[config.mk]
export PLATFORM = sky130hd
export DESIGN_NAME = ssp_master
export DESIGN_NICKNAME = d
export VERILOG_FILES = /design/src/rtl/ssp_pkg.sv /design/src/rtl/ssp_fifo.sv /design/src/rtl/ssp_clkgen.sv /design/src/rtl/ssp_frame.sv /design/src/rtl/ssp_master.sv
export SDC_FILE = /design/constraint.sdc
export NUM_CORES = 1
export LEC_CHECK = 0
export ABC_AREA = 1
export BUFFER_PORTS_ARGS = -buffer_cell sky130_fd_sc_hd__buf_2
export CAP_MARGIN = 20
export CELL_PAD_IN_SITES_DETAIL_PLACEMENT = 1
export CELL_PAD_IN_SITES_GLOBAL_PLACEMENT = 2
export CORE_UTILIZATION = 42
export DETAILED_ROUTE_END_ITERATION = 16
export HOLD_SLACK_MARGIN = 0.12
export PLACE_DENSITY_LB_ADDON = 0.1
export SLEW_MARGIN = 20
export SYNTH_ARGS = -nofsm -noshare
export SYNTH_HDL_FRONTEND = slang
export SYNTH_HIERARCHICAL = 1
export SYNTH_SLANG_ARGS = --single-unit
[constraint.sdc]
create_clock -name clk -period 11.7 [get_ports clk]
set_input_delay 1.17 -clock clk [delete_from_list [all_inputs] [get_ports clk]]
set_output_delay 1.17 -clock clk [all_outputs]
set_load 0.05 [all_outputs]
[src/rtl/ssp_pkg.sv]
// Shared definitions for the serial port master: register offsets and
// the frame engine state encoding. Assumes byte offsets on a word bus.
package ssp_pkg;

    localparam logic [5:0] OFS_CTL0  = 6'h00;
    localparam logic [5:0] OFS_CTL1  = 6'h04;
    localparam logic [5:0] OFS_DATA  = 6'h08;
    localparam logic [5:0] OFS_STAT  = 6'h0C;
    localparam logic [5:0] OFS_PRE   = 6'h10;
    localparam logic [5:0] OFS_MASK  = 6'h14;
    localparam logic [5:0] OFS_RAW   = 6'h18;
    localparam logic [5:0] OFS_MSKD  = 6'h1C;
    localparam logic [5:0] OFS_CLR   = 6'h20;
    localparam logic [5:0] OFS_DMA   = 6'h24;

    typedef enum logic [1:0] {
        ST_IDLE = 2'd0,
        ST_XFER = 2'd1,
        ST_TAIL = 2'd2
    } frm_state_t;

endpackage

[src/rtl/ssp_fifo.sv]
// Synchronous first-in first-out queue with occupancy count.
// Assumes push and pop in the same cycle are both honoured when legal;
// a push into a full queue and a pop from an empty queue are ignored.
module ssp_fifo #(
    parameter int WIDTH = 16,
    parameter int DEPTH = 8
) (
    input  logic             clk,
    input  logic             rst_n,
    input  logic             push,
    input  logic [WIDTH-1:0] wdata,
    input  logic             pop,
    output logic [WIDTH-1:0] rdata,
    output logic             full,
    output logic             empty
);
    localparam int AW = (DEPTH > 1) ? $clog2(DEPTH) : 1;
    localparam int CW = $clog2(DEPTH + 1);

    logic [WIDTH-1:0] mem [DEPTH];
    logic [AW-1:0]    wr_ptr, rd_ptr;
    logic [CW-1:0]    count;
    logic             push_ok, pop_ok;

    assign full    = (count == CW'(DEPTH));
    assign empty   = (count == '0);
    assign push_ok = push && !full;
    assign pop_ok  = pop && !empty;
    assign rdata   = mem[rd_ptr];

    // Store an accepted word at the write pointer.
    always_ff @(posedge clk) begin
        if (push_ok) mem[wr_ptr] <= wdata;
    end

    // Advance pointers and track occupancy.
    always_ff @(posedge clk) begin
        if (!rst_n) begin
            wr_ptr <= '0;
            rd_ptr <= '0;
            count  <= '0;
        end else begin
            if (push_ok) wr_ptr <= (wr_ptr == AW'(DEPTH - 1)) ? '0 : wr_ptr + 1'b1;
            if (pop_ok)  rd_ptr <= (rd_ptr == AW'(DEPTH - 1)) ? '0 : rd_ptr + 1'b1;
            case ({push_ok, pop_ok})
                2'b10:   count <= count + 1'b1;
                2'b01:   count <= count - 1'b1;
                default: count <= count;
            endcase
        end
    end

    // a push into a full queue without a pop leaves occupancy unchanged
    assert_no_overflow_R11: assert property (@(posedge clk) disable iff (!rst_n)
        (push && full && !pop) |=> (count == $past(count)));

    // occupancy never exceeds the depth
    assert_count_bound_R11: assert property (@(posedge clk) disable iff (!rst_n)
        count <= CW'(DEPTH));

    // a pop from an empty queue without a push leaves it empty
    assert_no_underflow_R7: assert property (@(posedge clk) disable iff (!rst_n)
        (pop && empty && !push) |=> empty);

endmodule

[src/rtl/ssp_clkgen.sv]
// Serial clock edge generator. Produces a one-cycle tick every
// (prescale/2)*(1+rate) bus cycles while run is high; each tick marks
// one serial clock edge. Assumes prescale is even; values below 2 act as 2.
module ssp_clkgen #(
    parameter int PW = 8,
    parameter int SW = 8
) (
    input  logic          clk,
    input  logic          rst_n,
    input  logic          run,
    input  logic [PW-1:0] prescale,
    input  logic [SW-1:0] rate,
    output logic          tick
);
    localparam int HW = PW + SW;

    logic [PW-2:0] pre_half;
    logic [HW-1:0] half_len;
    logic [HW-1:0] cnt;

    // Half period length in bus cycles.
    always_comb begin
        pre_half = (prescale[PW-1:1] == '0) ? (PW-1)'(1) : prescale[PW-1:1];
        half_len = {{(SW+1){1'b0}}, pre_half} * ({{PW{1'b0}}, rate} + HW'(1));
    end

    assign tick = run && (cnt == half_len - HW'(1));

    // Count bus cycles within one half period; restart when idle.
    always_ff @(posedge clk) begin
        if (!rst_n)      cnt <= '0;
        else if (!run)   cnt <= '0;
        else if (tick)   cnt <= '0;
        else             cnt <= cnt + 1'b1;
    end

    // the half-period counter stays below its terminal value
    assert_cnt_bound_R5: assert property (@(posedge clk) disable iff (!rst_n)
        run |-> (cnt < half_len));

endmodule

[src/rtl/ssp_frame.sv]
// Frame engine: takes words from the transmit queue, drives the serial
// clock, data out and select, and assembles captured input bits.
// Assumes configuration is held stable while a frame is in flight and
// that nbits lies in 4..MAXW.
module ssp_frame
    import ssp_pkg::*;
#(
    parameter int MAXW = 16,
    localparam int NW  = $clog2(MAXW + 1)
) (
    input  logic            clk,
    input  logic            rst_n,
    input  logic            enable,
    input  logic            cpol,
    input  logic            cpha,
    input  logic            lsb_first,
    input  logic            wr_only,
    input  logic [NW-1:0]   nbits,
    input  logic            tick,
    input  logic            tx_empty,
    input  logic [MAXW-1:0] tx_data,
    input  logic            miso,
    output logic            tx_pop,
    output logic            rx_push,
    output logic [MAXW-1:0] rx_data,
    output logic            run,
    output logic            sclk,
    output logic            mosi,
    output logic            cs_n
);
    localparam int EW = NW + 1;

    frm_state_t      state;
    logic [MAXW-1:0] cur;
    logic [MAXW-1:0] rxacc;
    logic [EW-1:0]   e;
    logic [EW-1:0]   last_e, e_m1;
    logic [NW-1:0]   o_idx, s_idx, o_pos, s_pos;
    logic [MAXW-1:0] out_sh, rmask, rx_next;
    logic            is_last, samp_now, more, end_frame;

    // Edge bookkeeping and bit positions for output and capture.
    always_comb begin
        last_e  = {nbits, 1'b0} - EW'(1);
        is_last = (e == last_e);
        e_m1    = e - EW'(1);
        s_idx   = e[EW-1:1];
        if (cpha) o_idx = (e == '0) ? '0 : e_m1[EW-1:1];
        else      o_idx = e[EW-1:1];
        o_pos   = lsb_first ? o_idx : (nbits - NW'(1) - o_idx);
        s_pos   = lsb_first ? s_idx : (nbits - NW'(1) - s_idx);
        out_sh  = cur >> o_pos;
        rmask   = MAXW'(1) << s_pos;
    end

    // Capture logic and queue handshakes.
    always_comb begin
        samp_now  = (state == ST_XFER) && enable && tick && (e[0] == cpha);
        if (samp_now) rx_next = miso ? (rxacc | rmask) : (rxacc & ~rmask);
        else          rx_next = rxacc;
        more      = enable && !tx_empty;
        end_frame = (state == ST_XFER) && enable && tick && is_last;
        tx_pop    = ((state == ST_IDLE) && more) || (end_frame && more);
        rx_push   = end_frame && !wr_only;
    end

    assign rx_data = rx_next;
    assign run     = (state != ST_IDLE);
    assign cs_n    = (state == ST_IDLE);
    assign mosi    = (state == ST_XFER) ? out_sh[0] : 1'b0;

    // Sequence frames: start, edge stepping, chaining and release delay.
    always_ff @(posedge clk) begin
        if (!rst_n) begin
            state <= ST_IDLE;
            cur   <= '0;
            rxacc <= '0;
            e     <= '0;
            sclk  <= 1'b0;
        end else begin
            case (state)
                ST_IDLE: begin
                    sclk  <= cpol;
                    e     <= '0;
                    rxacc <= '0;
                    if (more) begin
                        cur   <= tx_data;
                        state <= ST_XFER;
                    end
                end
                ST_XFER: begin
                    if (!enable) begin
                        state <= ST_IDLE;
                        sclk  <= cpol;
                    end else if (tick) begin
                        sclk  <= ~sclk;
                        rxacc <= rx_next;
                        if (is_last) begin
                            e     <= '0;
                            rxacc <= '0;
                            if (more) cur <= tx_data;
                            else      state <= ST_TAIL;
                        end else begin
                            e <= e + 1'b1;
                        end
                    end
                end
                ST_TAIL: begin
                    if (!enable) begin
                        state <= ST_IDLE;
                        sclk  <= cpol;
                    end else if (tick) begin
                        if (e == EW'(1)) state <= ST_IDLE;
                        else             e <= e + 1'b1;
                    end
                end
                default: state <= ST_IDLE;
            endcase
        end
    end

    // clearing the enable releases the select on the next cycle
    assert_disable_idle_R10: assert property (@(posedge clk) disable iff (!rst_n)
        !enable |=> cs_n);

    // an idle port holds the clock at the configured idle level
    assert_idle_polarity_R6: assert property (@(posedge clk) disable iff (!rst_n)
        (cs_n && $past(cs_n) && $stable(cpol)) |-> (sclk == cpol));

    // the serial clock moves only on a divider tick during a frame
    assert_sclk_on_tick_R5: assert property (@(posedge clk) disable iff (!rst_n)
        ((state == ST_XFER) && enable && !tick) |=> $stable(sclk));

    // while chaining frames the select does not rise
    assert_chain_hold_R9: assert property (@(posedge clk) disable iff (!rst_n)
        (end_frame && more) |=> !cs_n);

endmodule

[src/rtl/ssp_master.sv]
// Register-mapped synchronous serial master. Holds the register bank,
// two queues, the clock divider and the frame engine. Assumes bus
// accesses are single-cycle strobes; reads are combinational and a read
// of the data offset pops the receive queue at the clock edge.
module ssp_master
    import ssp_pkg::*;
#(
    parameter int FIFO_DEPTH = 8
) (
    input  logic        clk,
    input  logic        rst_n,
    input  logic        bus_wr,
    input  logic        bus_rd,
    input  logic [5:0]  bus_addr,
    input  logic [31:0] bus_wdata,
    output logic [31:0] bus_rdata,
    output logic        irq,
    output logic        sclk,
    output logic        mosi,
    input  logic        miso,
    output logic        cs_n
);
    localparam int MAXW = 16;
    localparam int NW   = $clog2(MAXW + 1);
    localparam int PW   = 8;
    localparam int SW   = 8;

    logic [15:0]     ctl0_q, ctl1_q;
    logic [PW-1:0]   pre_q;
    logic [2:0]      mask_q;
    logic [1:0]      dma_q;
    logic            ovr_q;

    logic            fmt_spi, cpol, cpha, enable, lsb_first, wr_only;
    logic [NW-1:0]   nbits;
    logic [MAXW-1:0] wmask;
    logic            tx_push, tx_pop, tx_full, tx_empty;
    logic            rx_push, rx_pop, rx_full, rx_empty;
    logic [MAXW-1:0] tx_head, rx_head, rx_word;
    logic            run, tick, clr_ovr;
    logic [4:0]      status;
    logic [2:0]      raw_irq, msk_irq;

    // Decode the configuration fields from the control registers.
    always_comb begin
        fmt_spi   = (ctl0_q[5:4] == 2'b00);
        cpol      = fmt_spi && ctl0_q[6];
        cpha      = fmt_spi && ctl0_q[7];
        nbits     = (ctl0_q[3:0] < 4'd3) ? NW'(4) : (NW'(ctl0_q[3:0]) + NW'(1));
        enable    = ctl1_q[1];
        lsb_first = ctl1_q[4];
        wr_only   = ctl1_q[5];
        wmask     = {MAXW{1'b1}} >> (NW'(MAXW) - nbits);
    end

    assign tx_push = bus_wr && (bus_addr == OFS_DATA);
    assign rx_pop  = bus_rd && (bus_addr == OFS_DATA);
    assign clr_ovr = bus_wr && (bus_addr == OFS_CLR) && bus_wdata[0];

    // Register writes from the bus.
    always_ff @(posedge clk) begin
        if (!rst_n) begin
            ctl0_q <= '0;
            ctl1_q <= '0;
            pre_q  <= '0;
            mask_q <= '0;
            dma_q  <= '0;
        end else if (bus_wr) begin
            case (bus_addr)
                OFS_CTL0: ctl0_q <= bus_wdata[15:0];
                OFS_CTL1: ctl1_q <= bus_wdata[15:0];
                OFS_PRE:  pre_q  <= {bus_wdata[PW-1:1], 1'b0};
                OFS_MASK: mask_q <= bus_wdata[2:0];
                OFS_DMA:  dma_q  <= bus_wdata[1:0];
                default:  ;
            endcase
        end
    end

    // Sticky receive overrun flag; a new overrun wins over a clear.
    always_ff @(posedge clk) begin
        if (!rst_n)                   ovr_q <= 1'b0;
        else if (rx_push && rx_full)  ovr_q <= 1'b1;
        else if (clr_ovr)             ovr_q <= 1'b0;
    end

    // Status and interrupt composition.
    always_comb begin
        status  = {run || !tx_empty, rx_full, !rx_empty, !tx_full, tx_empty};
        raw_irq = {tx_empty, !rx_empty, ovr_q};
        msk_irq = raw_irq & mask_q;
    end

    assign irq = |msk_irq;

    // Read multiplexer.
    always_comb begin
        case (bus_addr)
            OFS_CTL0: bus_rdata = {16'h0, ctl0_q};
            OFS_CTL1: bus_rdata = {16'h0, ctl1_q};
            OFS_DATA: bus_rdata = rx_empty ? 32'h0 : {{(32-MAXW){1'b0}}, rx_head};
            OFS_STAT: bus_rdata = {27'h0, status};
            OFS_PRE:  bus_rdata = {{(32-PW){1'b0}}, pre_q};
            OFS_MASK: bus_rdata = {29'h0, mask_q};
            OFS_RAW:  bus_rdata = {29'h0, raw_irq};
            OFS_MSKD: bus_rdata = {29'h0, msk_irq};
            OFS_DMA:  bus_rdata = {30'h0, dma_q};
            default:  bus_rdata = 32'h0;
        endcase
    end

    ssp_fifo #(.WIDTH(MAXW), .DEPTH(FIFO_DEPTH)) u_txq (
        .clk   (clk),
        .rst_n (rst_n),
        .push  (tx_push),
        .wdata (bus_wdata[MAXW-1:0] & wmask),
        .pop   (tx_pop),
        .rdata (tx_head),
        .full  (tx_full),
        .empty (tx_empty)
    );

    ssp_fifo #(.WIDTH(MAXW), .DEPTH(FIFO_DEPTH)) u_rxq (
        .clk   (clk),
        .rst_n (rst_n),
        .push  (rx_push),
        .wdata (rx_word),
        .pop   (rx_pop),
        .rdata (rx_head),
        .full  (rx_full),
        .empty (rx_empty)
    );

    ssp_clkgen #(.PW(PW), .SW(SW)) u_clk (
        .clk      (clk),
        .rst_n    (rst_n),
        .run      (run),
        .prescale (pre_q),
        .rate     (ctl0_q[15:8]),
        .tick     (tick)
    );

    ssp_frame #(.MAXW(MAXW)) u_frm (
        .clk       (clk),
        .rst_n     (rst_n),
        .enable    (enable),
        .cpol      (cpol),
        .cpha      (cpha),
        .lsb_first (lsb_first),
        .wr_only   (wr_only),
        .nbits     (nbits),
        .tick      (tick),
        .tx_empty  (tx_empty),
        .tx_data   (tx_head),
        .miso      (miso),
        .tx_pop    (tx_pop),
        .rx_push   (rx_push),
        .rx_data   (rx_word),
        .run       (run),
        .sclk      (sclk),
        .mosi      (mosi),
        .cs_n      (cs_n)
    );

    // overrun stays set unless software clears it
    assert_ovr_sticky_R12: assert property (@(posedge clk) disable iff (!rst_n)
        (ovr_q && !clr_ovr) |=> ovr_q);

    // in write-only mode the receive queue never gains an entry
    assert_wronly_empty_R8: assert property (@(posedge clk) disable iff (!rst_n)
        (wr_only && rx_empty && !bus_wr) |=> rx_empty);

endmodule

==> summary.md, run 1 <==
| Metric | Value |
|---|---|
| Status | `completed` |
| Wire per inst | `18.92 microns` |
| Post-placement cell area | `21600 sq um` |
| DRT iter0 DRCs | `723` |
| Yosys warns | `6` |
| Tmin final | `8.023 ns` |
| TritonRoute pass-1 iters | `4` |
| Finished Cell Area | `23010 sq um` |
| CTS max path bufs | `3` |
| Critical Path RT | `11.98 ns` |
| GRT Total Usage | `23.40%` |
| Worst hold slack | `0.4625 ns` |
| Final WL | `58620 microns` |
| Synth area leader | `edfxtp_1` |
| RSZ-0062 raised after global routing | `no` |
| Detailed placement HPWL | `41200 microns` |
| Asr flop ratio synth | `0%` |
| Die area | `50720 sq um` |
| Tot Pwr | `0.003056 W` |
| Simple-Gate Fraction of Synth Area | `21.76%` |
| Final Hold Viols | `0` |
| Vias in the first global route | `16582` |
| Initial antenna violation count | `2` |
| First-pass GRT wire length | `91220 microns` |
| Max Cap Viol | `0` |
| DR vias/cell | `5.167` |
| Distinct cells, synth | `55` |
| Crit path capture type | `register` |
| Top cell family by delay on the critical path | `simple AND/OR/NAND/NOR gates` |
| Global placement routability congestion | `0.8045` |
| Clk_lat worst skew | `0.59 ns` |
| Adder-cell area share of the yosys netlist | `8.347%` |
| Register area share after synthesis | `48.98%` |
| Layout cells sized above 1 | `9.819%` |
| Post-synth top flop | `edfxtp_1` |
| DRC | `0` |
| Clk root buf | `clkbuf_16` |
| PD cells | `132.8 nW/um^2` |
| Starting Density | `42.66%` |
| Setup TNS | `0 ns` |
| Core Region | `49050 sq um` |
| Critical path buffers and inverters | `8` |
| Slowest-stage cell, CP | `fa_1` |
| CTS buffer count | `44` |
| Clock tree sinks | `384` |
| CTS resizes | `0` |
| Slowest Stage Delay on Critical Path | `0.57 ns` |
| Hold buffers post-CTS | `0` |
| Antenna-violating nets left | `0` |
| Row count | `81` |
| CTS tree | `yes` |
| Largest net degree at the start of global routing | `66` |
| Setup violators final | `0` |
| Most used cell along the critical path | `inv_1` |
| CP Max Fanout | `10` |
| Port Buf Inserts | `46` |
| Worst path arrival time | `8.30 ns` |
| Number of diodes | `0` |
| Clock Skews | `0.01780 ns` |
| Mux cell area share after synthesis | `1.531%` |
| XOR/XNOR share of the synthesized area | `1.883%` |
| Synth Instances | `2363` |
| Post-CTS setup buffer count | `0` |
| Area Overhead vs Synth | `9.955%` |
| Fmax | `0.1246 GHz` |
| CTS H-tree depth | `2` |
| CTS clk-pin slew, worst paths | `0.06 ns` |
| Synth Area in Compound Gates | `9.303%` |
| Area share of the largest cell type after synthesis | `36.74%` |
| Critical path type | `reg -> reg` |
| Main combinational cell family by area after synthesis | `simple AND/OR/NAND/NOR gates` |
| Fin. max-slew vios | `0` |
| Worst hold path class | `reg -> reg` |
| Max-slew headroom | `38.41%` |
| Leakage | `9.295 nW` |
| Final nets | `2557` |
| Fin crit share | `68.57%` |
| Io pins | `79` |
| Synthesized area per cell | `8.856 sq um` |
| Total gr overflow | `0` |
| Startpoint Class | `register` |
| Max IR drop VDD | `0.0001346 V` |
| Ranking of synthesized cells by area | `edfxtp_1 37%, dfxtp_1 12%, nand2_1 8.5%` |
| Vias | `16008` |
| Height of the chip | `225.2 microns` |
| Mapped Area | `20930 sq um` |
| Register bit total from synthesis | `384` |
| Chip width | `225.2 microns` |
| Slew @ Worst Pin | `0.9168 ns` |
| Post-synth EDFFs | `256` |
-- per-stage QoR --
stage          utilization (%)  setup WS (ns)  instances
2_1_floorplan                -          5.316       2378
3_3_place_gp             44.02          3.882       3017
3_5_place_dp             44.03          3.715       3017
4_1_cts                  46.91          3.679       3098
5_1_grt                  46.91          3.083       3098
6_report                 46.91          3.677       3098
-- worst register-to-register path: cells and delay by family (launching register included) --
family | cells | cell delay [ns]
fa+ha+maj | 6 | 2.67
buf+inv | 8 | 1.10
flops | 1 | 0.49
compound gates | 1 | 0.22
simple gates | 17 | 3.23
-- per-layer routing --
metal,global-route usage [%],vias up,wire length [microns],share of wire [%]
met1,29.71,7867,26490,45
li1,-,7861,-,-
met4,7.176,2,1499,2.6
met5,0,-,11,0.019
met2,41.30,198,28950,49
met3,2.973,80,1668,2.8
-- power by group --
group | switching, W | internal [W]
sequential | 0.00000865 | 0.00144
combinational | 0.000186 | 0.0000635
clock | 0.000573 | 0.000785
total | 0.000768 | 0.00229
-- cells in the final DEF, fill, tap and decap left out, types with 9 or more instances in the layout --
master     count
a21oi_1       88
buf_2         46
buf_4         26
clkbuf_16     44
clkinv_1       9
conb_1        16
dfxtp_1      124
edfxtp_1     256
fa_1          41
ha_1          74
inv_1        269
inv_2          9
mux2i_1       32
nand2_1      473
nand2_2       18
nand3_1      144
nand3b_1       9
nand4_1       29
nor2_1       300
nor2_2        40
nor3_1        13
o21ai_0      170
o21ai_1       37
o22ai_1       32
xnor2_1       13
xor2_1        32
-- state kept, by name, indices dropped and copies added (netlist names), named ones only --
signal / count
u_frm/state: 2
u_frm/sclk: 1
ctl1_q: 16
ovr_q: 1
u_frm/rxacc: 16
u_txq/wr_ptr: 3
u_clk/cnt: 16
ctl0_q: 16
u_rxq/wr_ptr: 3
pre_q: 7
u_rxq/mem: 128
mask_q: 3
u_rxq/count: 4
u_rxq/rd_ptr: 3
u_txq/mem: 128
u_txq/count: 4
u_frm/e: 6
dma_q: 2
u_frm/cur: 16
u_txq/rd_ptr: 3
-- cell families (layout without fill, tap and decap cells) --
family          after synthesis  count (layout)
other cells                   1              16
compound gates              357             357
flops                       384             384
mux                          32              32
fa+ha+maj                   115             115
simple gates               1051            1051
buf+inv                     378             434
xor+xnor                     45              45
-- worst paths after layout --
path,startpoint,to,slack (ns),cells past startpoint
worst min register to register,u_frm/cur[12],u_frm/cur[12],0.46,2
worst min-delay path,u_frm/cur[12],u_frm/cur[12],0.46,2
worst max register to register,ctl0_q[8],u_rxq/mem[1][13],3.68,32
worst max-delay path,ctl0_q[8],u_rxq/mem[1][13],3.68,32
-- final cells by class --
cell class,count,area [sq um]
fillers,5783,26040
flip-flops and latches,384,10250
multi-input cells,1616,9025
clock buffers,52,1131
inverters,281,1061
well taps,664,830.8
repair buffers,72,425.4
clock inverters,29,281.5
-- cells in the mapped netlist, drive strengths merged, types with 2 or more instances --
| cell type | instances |
|---|---|
| a211oi | 3 |
| a21oi | 90 |
| a22oi | 2 |
| a31oi | 3 |
| and3 | 2 |
| buf | 75 |
| clkbuf | 22 |
| dfxtp | 128 |
| edfxtp | 256 |
| fa | 41 |
| ha | 74 |
| inv | 280 |
| mux2i | 32 |
| nand2 | 497 |
| nand3 | 150 |
| nand3b | 9 |
| nand4 | 29 |
| nor2 | 343 |
| nor3 | 16 |
| o211a | 2 |
| o211ai | 10 |
| o21ai | 211 |
| o22ai | 32 |
| or2 | 3 |
| xnor2 | 13 |
| xor2 | 32 |
(Power assumes the default switching activity.)
==> inputs of run 2 (changes only) <==
- CORE_UTILIZATION: 42 -> 36
- clock period: 11.7 -> 7.1 ns (I/O delays scaled with it)
==> run 2 against run 1 <==
Total power increased by 69%. Fmax increased by 22%. Sequential share of layout area decreased by 1.3 points. Sequential power increased by 65%. Flip-flop and latch count unchanged. Largest cell class unchanged. Worst setup slack got worse by 3.2 ns.
==> summary.md, run 2 (same netlist as run 1, synthesis figures left out) <==
| Metric | Value |
|---|---|
| Global placement routability congestion | `0.8184 (was 0.8045)` |
| Vias | `16021 (was 16008)` |
| Fmax | `0.1519 GHz (was 0.1246 GHz)` |
| Slowest Stage Delay on Critical Path | `0.57 ns (about the same)` |
| Clk root buf | `clkbuf_16 (unchanged)` |
| Starting Density | `36.34% (was 42.66%)` |
| Setup violators final | `0 (unchanged)` |
| Die area | `59100 sq um (was 50720 sq um)` |
| Crit path capture type | `register (unchanged)` |
| Fin crit share | `92.72% (was 68.57%)` |
| Comb pwr share | `8.3% (was 8.2%)` |
| Vias in the first global route | `16721 (was 16582)` |
| Antenna-violating nets left | `0 (unchanged)` |
| Fin. max-slew vios | `0 (unchanged)` |
| Setup TNS | `0 ns (unchanged)` |
| Placed Instances | `3150 (was 3017)` |
| PD cells | `218.4 nW/um^2 (was 132.8 nW/um^2)` |
| First-pass GRT wire length | `95180 microns (was 91220 microns)` |
| Slowest-stage cell, CP | `fa_1 (unchanged)` |
| Core Region | `57590 sq um (was 49050 sq um)` |
| Max IR drop VDD | `0.0002221 V (was 0.0001346 V)` |
| Max-slew headroom | `37.38% (was 38.41%)` |
| CP Max Fanout | `4 (was 10)` |
| Status | `completed (unchanged)` |
| Final Hold Viols | `0 (unchanged)` |
| Commonest non-fill, non-tap cell in the layout | `nand2_1 (unchanged)` |
| GRT Total Usage | `20.74% (was 23.40%)` |
| Total gr overflow | `0 (unchanged)` |
| Detailed placement HPWL | `43200 microns (was 41200 microns)` |
| Finished Cell Area | `23720 sq um (was 23010 sq um)` |
| CTS clk-pin slew, worst paths | `0.06 ns (about the same)` |
| Tmin final | `6.583 ns (was 8.023 ns)` |
| Biggest regs | `u_rxq/mem (128), u_txq/mem (128) (unchanged)` |
| CTS buffer count | `48 (was 44)` |
| Wire per inst | `18.83 microns (was 18.92 microns)` |
| Critical path type | `reg -> reg (unchanged)` |
| Clk_lat worst skew | `0.61 ns (was 0.59 ns)` |
| Highest-count cells in the layout ignoring fill and taps | `472 x nand2_1, 298 x nor2_1, 264 x inv_1, 256 x edfxtp_1, 167 x o21ai_0 (was 473 x nand2_1, 300 x nor2_1, 269 x inv_1, 256 x edfxtp_1, 170 x o21ai_0)` |
| DRC | `0 (unchanged)` |
| Slew @ Worst Pin | `0.9358 ns (was 0.9168 ns)` |
| CTS tree | `yes (unchanged)` |
| Critical Path RT | `7.59 ns (was 11.98 ns)` |
| Clock tree sinks | `384 (unchanged)` |
| Number of diodes | `0 (unchanged)` |
| Non-Filler Instances | `3242 (was 3098)` |
| Layout cells sized above 1 | `12.11% (was 9.819%)` |
| Initial antenna violation count | `2 (unchanged)` |
| DR vias/cell | `4.942 (was 5.167)` |
| Clock Skews | `0.03669 ns (was 0.01780 ns)` |
| Height of the chip | `243.1 microns (was 225.2 microns)` |
| Internal power | `0.003847 W (was 0.002288 W)` |
| Final WL | `61040 microns (was 58620 microns)` |
| Final Core Density | `41.18% (was 46.91%)` |
| WL met2 | `30080 microns (was 28950 microns)` |
| Port Buf Inserts | `46 (unchanged)` |
| Tot Pwr | `0.005179 W (was 0.003056 W)` |
| Most used cell along the critical path | `nand2_1 (was inv_1)` |
| Switch share | `25.72% (was 25.13%)` |
| DRT iter0 DRCs | `699 (was 723)` |
| TritonRoute pass-1 iters | `5 (was 4)` |
| Worst path arrival time | `7.08 ns (was 8.30 ns)` |
| Post-placement cell area | `22050 sq um (was 21600 sq um)` |
| Chip width | `243.1 microns (was 225.2 microns)` |
| Clock power share | `45.6% (was 44.4%)` |
| Max Cap Viol | `0 (unchanged)` |
| Top Layer Used | `met4 (was met5)` |
| Row count | `88 (was 81)` |
| CTS max path bufs | `3 (unchanged)` |
| Startpoint Class | `register (unchanged)` |
| Final nets | `2598 (was 2557)` |
| CTS H-tree depth | `2 (unchanged)` |
| DRT met1 WL | `28080 microns (was 26490 microns)` |
| Io pins | `79 (unchanged)` |
| Met3 WL | `1604 microns (was 1668 microns)` |
| Worst hold path class | `in -> reg (was reg -> reg)` |
| NetSw | `0.001332 W (was 0.0007680 W)` |
| Largest net degree at the start of global routing | `66 (unchanged)` |
| Area Overhead vs Synth | `13.33% (was 9.955%)` |
| Sequential share of power | `46.1% (was 47.4%)` |
| Leakage | `9.546 nW (was 9.295 nW)` |
-- run 2: cell count changes in the layout (fill, tap and decap cells not counted), sizes merged --
cell / change
buf: +37
clkinv: -1
clkbuf: +10
bufinv: -2
clkinvlp: -1
-- run 2: stage by stage --
stage	hold WS (ns)	setup slack, ns
after floorplan	0.4292	0.7165
after detailed placement	0.4486	0.07027
final	0.4292	0.5171
after global routing	0.4394	-0.009186
after global placement	0.4483	0.2353
after CTS	0.3910	0.04082
-- run 2: layout make-up --
class,count,area [sq um]
fill,6684,33870
multi-input combinational,1616,9129
timing repair buffer,109,790.8
clock inverter,25,226.5
clock buffer,62,1294
sequential,384,10260
inverter,281,1061
tap,765,957.2
-- run 2: final timing paths --
kind | start | end | slack [ns] | depth (start not counted)
max reg2reg | ctl0_q[8] | u_txq/count[2] | 0.52 | 40
max | ctl0_q[8] | u_txq/count[2] | 0.52 | 40
min | bus_wdata[7] | ctl1_q[7] | 0.43 | 3
min reg2reg | u_frm/cur[12] | u_frm/cur[12] | 0.45 | 2
-- run 2: power groups by stage --
stage	Combinational, W	Clock [W]	Sequential (W)
floorplan	0.000304	0	0.00243
global placement	0.000424	0	0.00243
detailed placement	0.000430	0	0.00243
CTS	0.000432	0.00243	0.00239
global route	0.000474	0.00251	0.00239
finish	0.000429	0.00236	0.00239
-- run 2: worst max-delay path, delay by kind of cell (launching register included) --
| family | cells | cell delay [ns] |
|---|---|---|
| buffers and inverters | 10 | 0.87 |
| and+or+nand+nor | 17 | 1.56 |
| DFF | 1 | 0.36 |
| xor gates and xnor gates | 1 | 0.09 |
| adders and majority gates | 8 | 2.95 |
| AOI/OAI and AO/OA | 4 | 0.62 |
-- run 2: layer usage --
metal / vias up / GRT usage (%)
met4: 0 / 5.549
li1: 7938 / -
met2: 173 / 36.34
met3: 69 / 2.521
met1: 7841 / 26.84
met5: - / 0
-- run 2: timing repair --
action	4_1_cts	5_1_grt
hold buffers	0	0
resized for setup	0	31
setup buffers	0	5
setup endpoints to repair	0	264
